## config.mk

```make
export PLATFORM = sky130hd
export DESIGN_NAME = serpent_iter_core
export DESIGN_NICKNAME = d
export VERILOG_FILES = /design/src/rtl/serpent_pkg.sv /design/src/rtl/sbox_word.sv /design/src/rtl/sbox_bank.sv /design/src/rtl/mix_layer.sv /design/src/rtl/serpent_iter_core.sv
export SDC_FILE = /design/constraint.sdc
export NUM_CORES = 2
export LEC_CHECK = 0
export BUFFER_PORTS_ARGS = -buffer_cell sky130_fd_sc_hd__buf_2
export CAP_MARGIN = 15
export CORE_MARGIN = 5
export CORE_UTILIZATION = 60
export CTS_CLUSTER_SIZE = 16
export DETAILED_ROUTE_END_ITERATION = 16
export GPL_TIMING_DRIVEN = 0
export PLACE_DENSITY = 0.79
export SLEW_MARGIN = 20
export SYNTH_ARGS = -nofsm -noshare
export SYNTH_HDL_FRONTEND = slang
export SYNTH_HIERARCHICAL = 1
export SYNTH_SLANG_ARGS = --single-unit
```

## constraint.sdc

```tcl
create_clock -name clk -period 6.1 [get_ports clk]
set_input_delay 1.22 -clock clk [delete_from_list [all_inputs] [get_ports clk]]
set_output_delay 1.22 -clock clk [all_outputs]
set_load 0.005 [all_outputs]
```

## src/rtl/serpent_pkg.sv

```systemverilog
package serpent_pkg;
  localparam int WORD_W  = 32;
  localparam int N_WORDS = 4;
  localparam int N_BOXES = 8;

  typedef logic [WORD_W-1:0] word_t;
  typedef logic [N_WORDS-1:0][WORD_W-1:0] state_t;

  // Each box packed as 16 nibbles, entry for input n in bits [4n+3:4n].
  localparam logic [N_BOXES-1:0][63:0] SBOX_TABLE = {
    64'h6539AC47B28E0FD1,  // box 7
    64'h0A3DF19EB6485C27,  // box 6
    64'h176D8E30C9A4B25F,  // box 5
    64'hD7E9A4526B0C38F1,  // box 4
    64'hE57A421D369C8BF0,  // box 3
    64'h25B04E1DFAC39768,  // box 2
    64'h43D68EB1A50972CF,  // box 1
    64'hC90724DEB56A1F83   // box 0
  };

  function automatic word_t rotl(input word_t v, input int n);
    return (v << n) | (v >> (WORD_W - n));
  endfunction
endpackage

```

## src/rtl/sbox_word.sv

```systemverilog
// One 4-in/4-out substitution applied to all bit columns of four words,
// built as a sum of minterms over whole words.
module sbox_word
  import serpent_pkg::*;
#(
  parameter logic [63:0] TABLE = 64'h0
) (
  input  state_t din,
  output state_t dout
);
  always_comb begin
    dout = '0;
    for (int m = 0; m < 16; m++) begin
      logic [3:0] code;
      word_t      hit;
      code = 4'(m);
      hit  = '1;
      for (int b = 0; b < N_WORDS; b++)
        hit &= code[b] ? din[b] : ~din[b];
      for (int o = 0; o < N_WORDS; o++)
        if (TABLE[4*m+o]) dout[o] |= hit;
    end
  end
endmodule

```

## src/rtl/sbox_bank.sv

```systemverilog
module sbox_bank
  import serpent_pkg::*;
#(
  parameter int SEL_W = $clog2(N_BOXES)
) (
  input  logic [SEL_W-1:0] sel,
  input  state_t           din,
  output state_t           dout
);
  state_t box_out [N_BOXES];

  for (genvar g = 0; g < N_BOXES; g++) begin : g_box
    sbox_word #(.TABLE(SBOX_TABLE[g])) u_box (
      .din  (din),
      .dout (box_out[g])
    );
  end

  assign dout = box_out[sel];
endmodule

```

## src/rtl/mix_layer.sv

```systemverilog
module mix_layer
  import serpent_pkg::*;
(
  input  state_t din,
  output state_t dout
);
  always_comb begin
    word_t p0, p1, p2, p3;
    p0 = rotl(din[0], 13);
    p2 = rotl(din[2], 3);
    p1 = rotl(din[1] ^ p0 ^ p2, 1);
    p3 = rotl(din[3] ^ p2 ^ (p0 << 3), 7);
    dout[0] = rotl(p0 ^ p1 ^ p3, 5);
    dout[2] = rotl(p2 ^ p3 ^ (p1 << 7), 22);
    dout[1] = p1;
    dout[3] = p3;
  end
endmodule

```

## src/rtl/serpent_iter_core.sv

```systemverilog
module serpent_iter_core
  import serpent_pkg::*;
#(
  parameter int NUM_ROUNDS = 32,
  localparam int KIDX_W = $clog2(NUM_ROUNDS + 1)
) (
  input  logic              clk,
  input  logic              rst_n,
  input  logic              in_valid,
  output logic              in_ready,
  input  logic [127:0]      in_block,
  output logic [KIDX_W-1:0] key_idx,
  input  logic [127:0]      round_key,
  output logic              out_valid,
  output logic [127:0]      out_block
);
  localparam logic [KIDX_W-1:0] FINAL_IDX = KIDX_W'(NUM_ROUNDS);
  localparam logic [KIDX_W-1:0] LAST_RND  = KIDX_W'(NUM_ROUNDS - 1);
  localparam int SEL_W = $clog2(N_BOXES);

  state_t            st, keyed, subbed, mixed, nxt;
  logic [KIDX_W-1:0] rnd;
  logic              busy, done;

  assign keyed = st ^ state_t'(round_key);

  sbox_bank #(.SEL_W(SEL_W)) u_bank (
    .sel  (rnd[SEL_W-1:0]),
    .din  (keyed),
    .dout (subbed)
  );

  mix_layer u_mix (
    .din  (subbed),
    .dout (mixed)
  );

  always_comb begin
    if (rnd == FINAL_IDX)     nxt = keyed;
    else if (rnd == LAST_RND) nxt = subbed;
    else                      nxt = mixed;
  end

  always_ff @(posedge clk or negedge rst_n) begin
    if (!rst_n) begin
      st   <= '0;
      rnd  <= '0;
      busy <= 1'b0;
      done <= 1'b0;
    end else begin
      done <= 1'b0;
      if (!busy) begin
        if (in_valid) begin
          st   <= state_t'(in_block);
          rnd  <= '0;
          busy <= 1'b1;
        end
      end else begin
        st <= nxt;
        if (rnd == FINAL_IDX) begin
          busy <= 1'b0;
          done <= 1'b1;
          rnd  <= '0;
        end else begin
          rnd <= rnd + 1'b1;
        end
      end
    end
  end

  assign in_ready  = !busy;
  assign key_idx   = rnd;
  assign out_valid = done;
  assign out_block = 128'(st);

  a_r10_single_pulse: assert property (@(posedge clk) disable iff (!rst_n)
    out_valid |=> !out_valid);
  a_r4_first_key: assert property (@(posedge clk) disable iff (!rst_n)
    (in_valid && in_ready) |=> (key_idx == '0 && !in_ready));
  a_r4_key_step: assert property (@(posedge clk) disable iff (!rst_n)
    (!in_ready && key_idx != FINAL_IDX) |=> (key_idx == $past(key_idx) + 1'b1));
  a_r2_busy_end: assert property (@(posedge clk) disable iff (!rst_n)
    (!in_ready && key_idx == FINAL_IDX) |=> (out_valid && in_ready));
  a_r10_hold: assert property (@(posedge clk) disable iff (!rst_n)
    (in_ready && !in_valid) |=> $stable(out_block));
endmodule

```

==> flow_summary.toml <==
[floorplanning]
fp.coreArea_um2 = 93330
die_w_um = 316.6
ios = 395
fp-row-count = 112
die_height_um = 316.6
dieArea_um2 = 100200
start_util = 0.6042

[cts]
post-cts-setup-buffer-count = 0
clkTransAtPathRegs_ps = 90
cts_max_level = 4
holdBufCountCts = 0
clockBufferDepth = 2
clkSinkCount = 136
cts-root-buf = "clkbuf_16"
clk_latency_ps = 550
cts_tree = "yes"
numCtsBuffers = 17
cts_resized = 0

[finish]
final_cell_mix = "buf_2 (656), xnor2_1 (585), nand2_1 (502), nor2_1 (454), inv_1 (434)"
drive_gt1_frac = 0.2470
nNetsFinal = 7862
final_common_cell = "buf_2"
nFillCells = 7243
area_growth_pct = 15.11

[setup_path]
cp_max_fo = 14
r2r_start = "out_block[36]"
cp-start-kind = "input port"
critPathArrivalTime_ps = 5830
max_stage_delay_ps = 970
worst-r2r-cell-count = 12
critical_path.reg2reg.endpoint = "out_block[19]"
crit_buf_inv = 2
cpLargestDelayFamily = "XOR/XNOR gates"
cp-end-kind = "flip-flop"
crit_required_ps = 6500
crit_type = "input port to flip-flop"
path_cells = "buf_2, xor2_1, buf_4, nor3b_1, a211oi_1, a31oi_1, mux4_2, mux2_2, xor2_1, xnor2_1, xnor2_1, mux2_4, a221o_1"
r2r_slack_ps = 980
worst_path_max_delay_cell = "xor2_1"

[detailed_routing]
firstDrtPassIters = 10
drt_iter0_drc = 9804
drt-total-wl_um = 220300
vias = 60345
drc_errors = 0
postRouteAntennaNets = 0
vias_per_cell = 6.798
drt-wirelength-per-cell_um = 24.82

[yosys]
ys.warnings.count = 6
synth_area_um2 = 56390
synth_cell_types = 85
syn_area_per_cell_um2 = 7.949
synth_edf_count = 0
synth_nets = 7354
ys_seq_area_frac = 0.06036
synthCells = 7093
ys_ff_latch = 136
async_flop_share = 1.000
ys.flop_type = "dfrtp_1"

[global_routing]
grt_use_total = 0.4120
grt_max_degree = 73
antenna_found_initial = 21
grt_pass1_vias = 52891
grt-ovfl-total = 0
grt_pass1_wl_um = 317800

[sta]
hold_ws_ps = 619.6
drv_slew = 0
relSlewSlack = 0.08419
period_minus_slack_ps = 5437
fmax_mhz = 183.9
setup_viol = 0
rsz0062_at_grt = "false"
worst_pin_slew_ps = 1374
min_period_over_period = 0.8913
hold_violations = 0
fin_skew_ps = 31.72

[run]
max_cap_viol_count = 0

[worst_hold_path]
hold_class = "input port to asynchronous set/reset pin"

[placement]
gp_congestion = 1.001
io_buffers = 394
dp_hpwl_um = 162300

[outcome]
outcome = "finished, final reports clean"
-- synth_stat cells, drive strengths merged, types with 65 or more instances --
cell type / instances / area (um2)
xnor2: 585 / 5124
buf: 509 / 3930
nand2: 502 / 1884
inv: 468 / 1757
nor2: 454 / 1704
o21ai: 451 / 2374
a21oi: 424 / 2122
xor2: 369 / 3232
nand2b: 258 / 1617
nor2b: 258 / 1619
mux2: 257 / 3194
mux4: 256 / 6036
a31oi: 160 / 1001
a32o: 158 / 1582
dfrtp: 136 / 3403
a221o: 129 / 1291
mux2i: 129 / 1291
o211ai: 124 / 930.9
nor3: 101 / 510.5
a211oi: 96 / 720.7
a21o: 93 / 698.2
a221oi: 67 / 787.0
clkbuf: 67 / 386.6
nand3b: 67 / 503.0
nor3b: 67 / 514.3
a22oi: 65 / 488.0
maj3: 65 / 732.0
-- state kept, by name, indices dropped and copies added, names as in the netlist --
signal	count
out_valid	1
key_idx	6
out_block	128
busy	1
-- cell families (layout without fill, tap and decap cells) --
logic type	Yosys count	after routing	share of synthesized area
xor gates and xnor gates	984	984	0.1606
DFF	136	136	0.06036
buffers and inverters	1044	1565	0.1077
and+or+nand+nor	2094	2094	0.1988
AOI/OAI and AO/OA	2126	2126	0.2725
other	0	9	0
muxes	642	642	0.1866
adders and majority gates	67	67	0.01342
-- worst max path at each step --
| stage | startpoint | end | depth (start not counted) |
|---|---|---|---|
| after global routing | round_key[36] | out_block[19] | 13 |
| after floorplan | round_key[100] | out_block[69] | 10 |
| after global placement | round_key[108] | out_block[27] | 11 |
| after CTS | round_key[57] | out_block[21] | 13 |
| final | round_key[36] | out_block[19] | 13 |
| after detailed placement | round_key[57] | out_block[21] | 13 |
-- routing by layer --
metal	track usage	wire, um	vias to the layer above
met1	0.5224	80640	28375
met2	0.5907	90250	4013
li1	-	-	27037
met4	0.2806	18320	20
met3	0.1406	30970	900
met5	0	122	-
-- final cells by class --
cell class,instances,area [um2],share of cell area
multi-input cells,5913,48900,0.7534
plain buffers,576,4337,0.06681
clock inverters,15,186.4,0.002872
repair buffers,489,4308,0.06637
clock buffers,17,425.4,0.006554
inverters,468,1757,0.02706
flip-flops and latches,136,3403,0.05243
diodes,9,22.52,0.0003470
well taps,1254,1569,0.02417
-- metrics by stage --
step           instance area [um2]  TNS (ps)  setup WS (ps)  cells    util
6_report                     64910         0          663.2   8877  0.6955
5_1_grt                      64890         0          747.4   8869  0.6952
4_1_cts                      64810         0          747.9   8868  0.6944
3_5_place_dp                 64200         0          179.1   8836  0.6879
3_3_place_gp                 59930   -133160          -1433   8741  0.6421
2_1_floorplan                56390         0          73.71   7093       -
Power is left out: the tool's default activity adds up to more than one toggle a clock period on the data nets, which glitch-free logic cannot reach.
